===== src/rtl/rct_pkg.sv =====
package rct_pkg;
    typedef enum logic [1:0] {
        MODE_TIMER  = 2'd0,
        MODE_EVENT  = 2'd1,
        MODE_PERIOD = 2'd2,
        MODE_PWHL   = 2'd3
    } rct_mode_e;

    localparam logic [1:0] ADDR_COUNT = 2'd0;
    localparam logic [1:0] ADDR_MODE  = 2'd1;
    localparam logic [1:0] ADDR_CAPT  = 2'd2;
    localparam logic [1:0] ADDR_FLAG  = 2'd3;

    // Qualifying pin edge: both edges in pulse-width mode, else per polarity
    function automatic logic edge_qualifies(rct_mode_e m, logic pol, logic rise, logic fall);
        if (m == MODE_PWHL) return rise | fall;
        return pol ? rise : fall;
    endfunction
endpackage


===== src/rtl/rct_prescaler.sv =====
module rct_prescaler #(
    parameter int DIV_SH1 = 4,
    parameter int DIV_SH2 = 8,
    parameter int DIV_SH3 = 10
) (
    input  logic       clk,
    input  logic       rst_n,
    input  logic       run_i,
    input  logic [1:0] sel_i,
    output logic       tick_o
);
    localparam int PW = DIV_SH3;
    localparam logic [PW-1:0] MASK1 = PW'((64'd1 << DIV_SH1) - 64'd1);
    localparam logic [PW-1:0] MASK2 = PW'((64'd1 << DIV_SH2) - 64'd1);
    localparam logic [PW-1:0] MASK3 = PW'((64'd1 << DIV_SH3) - 64'd1);

    logic [PW-1:0] cnt_d, cnt_q, mask;

    always_comb begin
        case (sel_i)
            2'd0:    mask = '0;
            2'd1:    mask = MASK1;
            2'd2:    mask = MASK2;
            default: mask = MASK3;
        endcase
        cnt_d  = run_i ? cnt_q + PW'(1) : '0;
        tick_o = run_i && ((cnt_q & mask) == mask);
    end

    always_ff @(posedge clk or negedge rst_n) begin
        if (!rst_n) cnt_q <= '0;
        else        cnt_q <= cnt_d;
    end


    single_tick_chk: assert property (@(posedge clk) disable iff (!rst_n)
        (run_i && sel_i != 2'd0 && tick_o) |=> !tick_o);
endmodule


===== src/rtl/rct_edge_sync.sv =====
module rct_edge_sync #(
    parameter int STAGES = 2
) (
    input  logic clk,
    input  logic rst_n,
    input  logic pin_i,
    output logic rise_o,
    output logic fall_o
);
    logic [STAGES-1:0] sync_d, sync_q;
    logic              prev_d, prev_q;

    assign sync_d[0] = pin_i;
    for (genvar g = 1; g < STAGES; g++) begin : g_chain
        assign sync_d[g] = sync_q[g-1];
    end

    always_comb begin
        prev_d = sync_q[STAGES-1];
        rise_o = sync_q[STAGES-1] & ~prev_q;
        fall_o = ~sync_q[STAGES-1] & prev_q;
    end

    always_ff @(posedge clk or negedge rst_n) begin
        if (!rst_n) begin
            sync_q <= '0;
            prev_q <= 1'b0;
        end else begin
            sync_q <= sync_d;
            prev_q <= prev_d;
        end
    end


    rise_single_chk: assert property (@(posedge clk) disable iff (!rst_n)
        rise_o |=> !rise_o);
endmodule


===== src/rtl/rct_core.sv =====
module rct_core
    import rct_pkg::*;
#(
    parameter int W = 8
) (
    input  logic      clk,
    input  logic      rst_n,
    input  rct_mode_e mode_i,
    input  logic      pol_i,
    input  logic      run_i,
    input  logic      tick_i,
    input  logic      rise_i,
    input  logic      fall_i,
    input  logic [W-1:0] latch_i,
    input  logic      load_i,
    input  logic [W-1:0] load_val_i,
    output logic [W-1:0] count_o,
    output logic [W-1:0] capt_o,
    output logic      uf_o,
    output logic      edge_o
);
    typedef struct packed {
        logic [W-1:0] count;
        logic [W-1:0] capt;
    } core_t;

    core_t st_d, st_q;
    logic  qual, measure, step;

    always_comb begin
        st_d    = st_q;
        uf_o    = 1'b0;
        qual    = edge_qualifies(mode_i, pol_i, rise_i, fall_i);
        measure = (mode_i == MODE_PERIOD) || (mode_i == MODE_PWHL);
        case (mode_i)
            MODE_TIMER: step = tick_i;
            MODE_EVENT: step = qual;
            default:    step = tick_i && !qual;
        endcase
        if (load_i) begin
            st_d.count = load_val_i;
        end else if (run_i) begin
            if (measure && qual) begin
                st_d.capt  = st_q.count;
                st_d.count = latch_i;
            end else if (step) begin
                if (st_q.count == '0) begin
                    st_d.count = latch_i;
                    uf_o       = 1'b1;
                end else begin
                    st_d.count = st_q.count - W'(1);
                end
            end
        end
        edge_o  = qual;
        count_o = st_q.count;
        capt_o  = st_q.capt;
    end

    always_ff @(posedge clk or negedge rst_n) begin
        if (!rst_n) st_q <= '0;
        else        st_q <= st_d;
    end


    reload_on_uf_chk: assert property (@(posedge clk) disable iff (!rst_n)
        uf_o |=> (count_o == $past(latch_i)));

    hold_when_stopped_chk: assert property (@(posedge clk) disable iff (!rst_n)
        (!run_i && !load_i) |=> $stable(count_o));

    capture_value_chk: assert property (@(posedge clk) disable iff (!rst_n)
        (run_i && !load_i && edge_o && (mode_i == MODE_PERIOD || mode_i == MODE_PWHL))
        |=> (capt_o == $past(count_o)));
endmodule


===== src/rtl/reload_capture_timer.sv =====
module reload_capture_timer
    import rct_pkg::*;
#(
    parameter int W           = 8,
    parameter int SYNC_STAGES = 2,
    parameter int DIV_SH1     = 4,
    parameter int DIV_SH2     = 8,
    parameter int DIV_SH3     = 10
) (
    input  logic         clk,
    input  logic         rst_n,
    input  logic         wr_en,
    input  logic [1:0]   wr_addr,
    input  logic [W-1:0] wr_data,
    input  logic [1:0]   rd_addr,
    output logic [W-1:0] rd_data,
    input  logic         pin_in,
    output logic         irq_underflow,
    output logic         irq_pin
);
    typedef struct packed {
        logic [W-1:0] latch;
        rct_mode_e    mode;
        logic         pol;
        logic         run;
        logic [1:0]   src;
        logic         uf;
        logic         pin;
    } regs_t;

    regs_t        r_d, r_q;
    logic         tick, rise, fall, load, uf_pulse, edge_pulse;
    logic [W-1:0] count, capt;

    rct_prescaler #(.DIV_SH1(DIV_SH1), .DIV_SH2(DIV_SH2), .DIV_SH3(DIV_SH3)) u_pre (
        .clk(clk), .rst_n(rst_n), .run_i(r_q.run), .sel_i(r_q.src), .tick_o(tick)
    );

    rct_edge_sync #(.STAGES(SYNC_STAGES)) u_edge (
        .clk(clk), .rst_n(rst_n), .pin_i(pin_in), .rise_o(rise), .fall_o(fall)
    );

    rct_core #(.W(W)) u_core (
        .clk(clk), .rst_n(rst_n), .mode_i(r_q.mode), .pol_i(r_q.pol), .run_i(r_q.run),
        .tick_i(tick), .rise_i(rise), .fall_i(fall), .latch_i(r_q.latch),
        .load_i(load), .load_val_i(wr_data), .count_o(count), .capt_o(capt),
        .uf_o(uf_pulse), .edge_o(edge_pulse)
    );

    always_comb begin
        r_d  = r_q;
        load = 1'b0;
        if (wr_en) begin
            case (wr_addr)
                ADDR_COUNT: begin
                    r_d.latch = wr_data;
                    load      = !r_q.run;
                end
                ADDR_MODE: begin
                    r_d.mode = rct_mode_e'(wr_data[1:0]);
                    r_d.pol  = wr_data[2];
                    r_d.run  = wr_data[3];
                    if (!r_q.run) r_d.src = wr_data[5:4];
                end
                ADDR_CAPT: begin
                    if (wr_data[0]) r_d.uf  = 1'b0;
                    if (wr_data[1]) r_d.pin = 1'b0;
                end
                default: ;
            endcase
        end
        if (uf_pulse)   r_d.uf  = 1'b1;
        if (edge_pulse) r_d.pin = 1'b1;
    end

    always_ff @(posedge clk or negedge rst_n) begin
        if (!rst_n) r_q <= '0;
        else        r_q <= r_d;
    end

    always_comb begin
        case (rd_addr)
            ADDR_COUNT: rd_data = count;
            ADDR_MODE:  rd_data = W'({r_q.src, r_q.run, r_q.pol, r_q.mode});
            ADDR_CAPT:  rd_data = capt;
            default:    rd_data = W'({r_q.pin, r_q.uf});
        endcase
        irq_underflow = r_q.uf;
        irq_pin       = r_q.pin;
    end


    src_hold_chk: assert property (@(posedge clk) disable iff (!rst_n)
        (wr_en && wr_addr == ADDR_MODE && r_q.run) |=> (r_q.src == $past(r_q.src)));

    uf_set_wins_chk: assert property (@(posedge clk) disable iff (!rst_n)
        uf_pulse |=> irq_underflow);

    pin_flag_set_chk: assert property (@(posedge clk) disable iff (!rst_n)
        edge_pulse |=> irq_pin);

    uf_clear_chk: assert property (@(posedge clk) disable iff (!rst_n)
        (wr_en && wr_addr == ADDR_CAPT && wr_data[0] && !uf_pulse) |=> !irq_underflow);
endmodule


===== config.mk =====
export PLATFORM = sky130hd
export DESIGN_NAME = reload_capture_timer
export DESIGN_NICKNAME = d
export VERILOG_FILES = /design/src/rtl/rct_pkg.sv /design/src/rtl/rct_prescaler.sv /design/src/rtl/rct_edge_sync.sv /design/src/rtl/rct_core.sv /design/src/rtl/reload_capture_timer.sv
export SDC_FILE = /design/constraint.sdc
export NUM_CORES = 1
export LEC_CHECK = 0
export BUFFER_PORTS_ARGS = -buffer_cell sky130_fd_sc_hd__buf_2
export CORE_MARGIN = 5
export CORE_UTILIZATION = 50
export DETAILED_ROUTE_END_ITERATION = 8
export MAX_ROUTING_LAYER = met4
export PLACE_DENSITY = 0.75
export SYNTH_ARGS = -nofsm -noshare
export SYNTH_HDL_FRONTEND = slang
export SYNTH_SLANG_ARGS = --single-unit

===== constraint.sdc =====
create_clock -name clk -period 3.3 [get_ports clk]
set_input_delay 0.66 -clock clk [delete_from_list [all_inputs] [get_ports clk]]
set_output_delay 0.66 -clock clk [all_outputs]
set_load 0.1 [all_outputs]

==> run_results.csv, run 1 <==
group,metric,value,unit
drt,drt-wirelength-per-cell,15.4,µm
grt,grt_pass1_wl,8.31,mm
timing,period_minus_slack,2.36,ns
setup_path,crit_path_frequent_cell,"buf_2",
timing,max_freq,423,MHz
setup_path,slowest_stage,"buf_2",
power,vdd_drop_max,306,µV
power,p_sw,0.000924,W
setup_path,max_stage_delay,0.43,ns
hold_path,hp-class,"flop to flop",
placed_design,place_hpwl,3.59,mm
logic_synthesis,netlist_instances,226,
setup_path,start_kind,"primary input",
setup_path,cp.arrival,1.70,ns
timing,setup_violations,0,
clock_tree,postCtsSetupBuffers,0,
timing,hold_viol,0,
clock_tree,htreeDepth,2,
layout,mostFrequentLayoutCells,"dfrtp_1 (45), buf_2 (25), o21ai_0 (20), mux2_2 (20), nand2_1 (18)",
layout,diodes,0,
clock_tree,cts_hold_buf,0,
logic_synthesis,async_reset_ff_share,100,%
setup_path,crit_fanout,9,
grt,antenna_found_initial,0,
logic_synthesis,synth_fp_nets,247,
setup_path,worstSetupPathType,"primary input to primary output",
drt,remaining_drc_errors,0,
timing,rsz0062_at_grt,"false",
logic_synthesis,synth-edff-count,0,
timing,setup_tns,0,ns
layout,final_common_cell,"dfrtp_1",
setup_path,r2r_start,"u_core.count_o[2]$_DFFE_PN0P_",
timing,post-route-period-util,71.6,%
drt,first_iter_violations,149,
power,sequentialPowerShare,39.5,%
grt,grt_max_degree,46,
layout,stdcell_count,316,
clock_tree,cts_made_buffers,5,
floorplanning,num_rows,25,
clock_tree,clock_path_buffers,2,
clock_tree,cts_tree,"built",
placed_design,portBuffers,25,
timing,slew_headroom,33.6,%
power,p_int,0.00121,W
logic_synthesis,syn-mean-instance-area,11.0,µm²
floorplanning,pin_count,26,
floorplanning,core_area,0.00479,mm²
power,pwr-share-clk,18.7,%
clock_tree,clk_pin_slew,0.09,ns
job,cap_violations,0,
layout,drive_gt1_share,25.7,%
floorplanning,die_area,0.00648,mm²
logic_synthesis,seq_area_frac_synth,45.3,%
timing,worst_clock_skew,0.00950,ns
placed_design,placedInstanceArea,0.00257,mm²
logic_synthesis,ys_ff_latch,45,
layout,fin_nets,270,
floorplanning,die_x,80.5,µm
clock_tree,clock_sinks,45,
logic_synthesis,syn_area,0.00248,mm²
drt,ant_nets,0,
floorplanning,die_h,80.5,µm
setup_path,crit_path_cell_trace,"buf_2 -> nor2b_1 -> nand2_1 -> o21ai_1 -> buf_2",
grt,overflow,0,
setup_path,crit_path_start,"rd_addr[1]",
layout,final_area,0.00267,mm²
placed_design,place_congestion,0.958,
grt,grt_pass1_vias,1731,
clock_tree,clkLatencyLatePin,0.30,ns
clock_tree,cts_root_buffer,"clkbuf_8",
setup_path,end_kind,"primary output",
drt,num_vias,1790,
grt,track_usage,16.9,%
layout,area_delta_synth_final,7.50,%
drt,via_per_inst,5.66,
timing,drv_slew,0,
power,p_leak,1.19,nW
floorplanning,start_util,51.9,%
power,powerDensity,798,mW/mm²
power,p_sw_share,43.3,%
logic_synthesis,yosysWarnings,0,
clock_tree,post_cts_resized,0,
drt,finalWirelength,4.88,mm
drt,first_pass_iters,4,
logic_synthesis,synth_ff_type,"dfrtp_1",
run_status,status,"complete, no violations",
timing,worst_slew_pin_slew,0.996,ns
power,combPwrFrac,41.9,%
hold_path,hp-start,"u_edge.sync_q[0]$_DFF_PN0_",
layout,final_util,55.8,%
setup_path,cp.required,2.64,ns
placed_design,place_inst,309,
logic_synthesis,ys_types,50,
## per-stage QoR
stage	total power, W	hold WS (ns)	setup slack, ns
final	0.00213	0.354	0.938
after global routing	0.00226	0.362	0.784
after CTS	0.00215	0.357	0.938
after detailed placement	0.00174	0.337	0.932
after global placement	0.00173	0.335	0.949
after floorplan	0.00160	0.331	0.131
## synthesized netlist by cell type, types with 5 or more instances
cell,n,area share [%]
a21oi_1,9,1.8
or3_1,5,1.3
mux2_2,20,9.1
o21ai_0,24,4.8
and2_1,5,1.3
ha_1,5,2.5
mux2i_1,6,2.4
dfrtp_1,45,45
nand2_1,18,2.7
nor2_1,13,2.0
inv_1,8,1.2
nand3_1,6,1.2
## flip-flops by register name, indices dropped and copies added, names as in the netlist
| name | cells |
|---|---|
| u_core.count_o | 8 |
| u_core.capt_o | 8 |
| u_edge.sync_q | 2 |
| u_pre.cnt_q | 10 |
| r_q | 14 |
| u_edge.prev_q | 1 |
| irq_pin | 1 |
| irq_underflow | 1 |
## critical path, delay by kind of cell
kind	cells	cell delay, ns
AO/OA/AOI/OAI	1	0.07
AND/OR/NAND/NOR	2	0.36
buffers and inverters	2	0.62
## cell families (layout without fill, tap and decap cells)
family | Yosys count | in the layout | share of synthesized area [%]
simple gates | 69 | 69 | 15.4
flops | 45 | 45 | 45.3
mux | 28 | 28 | 13.3
buf+inv | 19 | 42 | 6.90
fa+ha+maj | 5 | 5 | 2.52
compound gates | 55 | 55 | 14.9
xor+xnor | 5 | 5 | 1.76
## power groups by stage
stage	Combinational [W]	Sequential, W	Clock [W]
floorplan	0.000764	0.000840	0
CTS	0.000896	0.000838	0.000412
detailed placement	0.000893	0.000850	0
global placement	0.000886	0.000844	0
finish	0.000893	0.000842	0.000398
global route	0.000972	0.000860	0.000431
## final timing paths
check                           slack, ns                             to  cells past startpoint
worst max-delay path                 0.94                     rd_data[3]                      5
worst min-delay path                 0.35     u_edge.sync_q[1]$_DFF_PN0_                      0
worst max register to register       0.96  u_core.count_o[5]$_DFFE_PN0P_                      6
worst min register to register       0.35     u_edge.sync_q[1]$_DFF_PN0_                      0
max in group asynchronous            2.15            r_q[14]$_DFFE_PN0P_                      1
min in group asynchronous            0.52   u_core.capt_o[5]$_DFFE_PN0P_                      1
## layout make-up
class	count	area [µm²]
clock inverters	2	35.0
inverters	8	30.0
multi-input cells	162	1190
well taps	67	83.8
clock buffers	5	68.8
repair buffers	27	140
fillers	445	2110
flip-flops and latches	45	1130
## routing by layer
metal	up-vias	global-route usage (%)	routed length, µm
li1	861	-	-
met1	886	22.6	2370
met2	37	25.9	2260
met3	6	3.36	194
met4	0	5.57	65
met5	-	-	0
Note: power is estimated with default switching activity, not from simulation.
==> run 2: changes to the inputs <==
Settings changed: ABC_AREA from default to 1, PLACE_DENSITY 0.75 to 0.78.
Clock period 3.3 ns to 1.98 ns, I/O delays scaled along.
==> run 2 against run 1 <==
Effect of this change: clock power up 78%; setup slack got worse by 0.78 ns; worst hold slack got worse by 0.29 ns; via count grew 21%; first-iteration DRC count shrank 15%; sequential share of layout area down 3.0 points; register-to-register slack worse by 0.74 ns; clock skew is 0.00088 ns higher; routed wire length rose by 13%.
==> run_results.csv, run 2 <==
group,metric,value,unit
clock_tree,postCtsSetupBuffers,0,
clock_tree,post_cts_resized,0,
power,p_leak,1.44,nW
timing,post-route-period-util,91.9,%
logic_synthesis,synth.area.top_cells,"dfrtp_1 (47%), nand2_1 (16%), nand3_1 (7.5%)",
clock_tree,clk_pin_slew,0.08,ns
floorplanning,num_rows,25,
drt,first_iter_violations,126,
power,powerDensity,1370,mW/mm²
timing,period_minus_slack,1.82,ns
logic_synthesis,syn_area,0.00240,mm²
logic_synthesis,synth_ff_type,"dfrtp_1",
logic_synthesis,ys_types,27,
run_status,status,"complete, no violations",
logic_synthesis,synthDominantCellAreaShare,46.9,%
clock_tree,cts_tree,"built",
floorplanning,die_h,79.3,µm
clock_tree,cts_root_buffer,"clkbuf_8",
floorplanning,die_x,79.3,µm
clock_tree,clock_path_buffers,2,
logic_synthesis,yosysWarnings,0,
grt,grt_pass1_vias,2076,
logic_synthesis,synth_fp_nets,339,
grt,track_usage,19.7,%
job,cap_violations,0,
clock_tree,clkLatencyLatePin,0.30,ns
setup_path,worstSetupPathType,"flop to primary output",
hold_path,hp-class,"primary input to async pin",
logic_synthesis,ys_ff_latch,45,
power,combPwrFrac,48.7,%
floorplanning,start_util,51.2,%
logic_synthesis,synth.most_common_cell,"nand2_1",
timing,rsz0062_at_grt,"false",
power,p_sw,0.00175,W
clock_tree,cts_hold_buf,0,
logic_synthesis,seq_area_frac_synth,46.9,%
logic_synthesis,synth_common_cells,"nand2_1 (104), dfrtp_1 (45), inv_1 (37), nand3_1 (36), o21ai_0 (28)",
power,total_power,0.00394,W
power,pwr-share-clk,18.0,%
drt,first_pass_iters,4,
drt,num_vias,2163,
logic_synthesis,syn-mean-instance-area,7.55,µm²
placed_design,place_congestion,0.904,
clock_tree,cts_made_buffers,5,
floorplanning,core_area,0.00469,mm²
timing,worst_slew_pin_slew,0.511,ns
layout,fin_nets,373,
timing,hold_viol,0,
clock_tree,htreeDepth,2,
logic_synthesis,async_reset_ff_share,100,%
timing,drv_slew,0,
clock_tree,clock_sinks,45,
placed_design,portBuffers,25,
setup_path,start_kind,"flop",
grt,grt_pass1_wl,9.40,mm
drt,finalWirelength,5.53,mm
layout,mostFrequentLayoutCells,"nand2_1 (104), dfrtp_1 (45), inv_1 (37)",
logic_synthesis,netlist_instances,318,
power,p_sw_share,44.4,%
grt,grt_max_degree,46,
grt,antenna_found_initial,0,
layout,final_area,0.00288,mm²
power,p_int,0.00219,W
timing,slew_headroom,65.8,%
placed_design,place_hpwl,4.19,mm
drt,drt-wirelength-per-cell,13.6,µm
layout,largest_reg_flops,14,
power,vdd_drop_max,715,µV
drt,remaining_drc_errors,0,
layout,final_util,61.3,%
placed_design,dp_slack,0.247,ns
timing,setup_violations,0,
setup_path,crit_fanout,7,
layout,diodes,0,
floorplanning,die_area,0.00629,mm²
drt,via_per_inst,5.31,
layout,area_delta_synth_final,19.8,%
setup_path,cp.arrival,1.42,ns
layout,top_regs,"r_q x14, u_pre.cnt_q x10",
timing,setup_slack,0.160,ns
drt,ant_nets,0,
power,sequentialPowerShare,33.3,%
floorplanning,pin_count,26,
setup_path,cp.required,1.58,ns
grt,overflow,0,
timing,worst_clock_skew,0.0104,ns
logic_synthesis,synth-edff-count,0,
placed_design,placedInstanceArea,0.00276,mm²
timing,setup_tns,0,ns
setup_path,end_kind,"primary output",
layout,final_common_cell,"nand2_1",
logic_synthesis,synth_area_leader_cell,"dfrtp_1",
timing,max_freq,549,MHz
layout,largest-register,"r_q",
layout,drive_gt1_share,13.9,%
==> run 2: routing by layer <==
metal  track usage, %  wire [µm]  up-vias
li1                 -          -     1093
met1             24.5       2430     1006
met2             32.1       2720       53
met3             4.65        283       11
met4             6.01         97        0
met5                -          0        -
==> run 2: cell type report <==
type                            count  area [µm²]
Clock buffer                        7        86.3
Fill cell                         395        1820
Multi-Input combinational cell    231        1120
Sequential cell                    45        1130
Inverter                           38         143
Timing Repair Buffer               31         303
Clock inverter                      1        30.0
Tap cell                           54        67.6
==> run 2: critical path, stage by stage (launching register included) <==
cell	delay, ns
dfrtp_1	0.38
inv_1	0.08
buf_4	0.16
o2111ai_1	0.29
buf_12	0.22
==> run 2: through the flow <==
stage	std cells	hold WS [ns]
2_1_floorplan	318	0.100
3_3_place_gp	399	0.336
3_5_place_dp	399	0.336
4_1_cts	407	0.0640
5_1_grt	407	0.0642
6_report	407	0.0622
==> run 2: cell families (layout without fill, tap and decap cells) <==
family	Yosys count	in the layout	share of synthesized area, %
XOR/XNOR	2	2	0.730
AO/OA/AOI/OAI	45	45	10.5
buffers and inverters	42	77	6.67
adder cells (fa/ha/maj)	5	5	2.61
flip-flops	45	45	46.9
AND/OR/NAND/NOR	179	179	32.6
==> run 2: path summary, 6_finish.rpt <==
| kind | slack [ns] | to | cells after the start | start |
|---|---|---|---|---|
| setup / recovery | 0.16 | rd_data[0] | 4 | u_core.count_o[0]$_DFFE_PN0P_ |
| min in group clk | 0.20 | u_edge.sync_q[0]$_DFF_PN0_ | 1 | pin_in |
| hold / removal | 0.06 | u_pre.cnt_q[2]$_DFF_PN0_ | 2 | rst_n |
| setup reg to reg | 0.22 | u_core.count_o[4]$_DFFE_PN0P_ | 10 | u_core.count_o[1]$_DFFE_PN0P_ |
| max in group asynchronous | 1.70 | u_core.count_o[3]$_DFFE_PN0P_ | 2 | rst_n |
| hold reg to reg | 0.35 | u_edge.sync_q[1]$_DFF_PN0_ | 0 | u_edge.sync_q[0]$_DFF_PN0_ |
==> run 2: power groups by stage <==
stage                     clock network [W]  registers, W  logic (W)
after floorplan                           0       0.00136    0.00131
final                              0.000710       0.00131    0.00192
after detailed placement                  0       0.00133    0.00192
after global routing               0.000778       0.00134    0.00212
after global placement                    0       0.00132    0.00189
after CTS                          0.000723       0.00131    0.00193
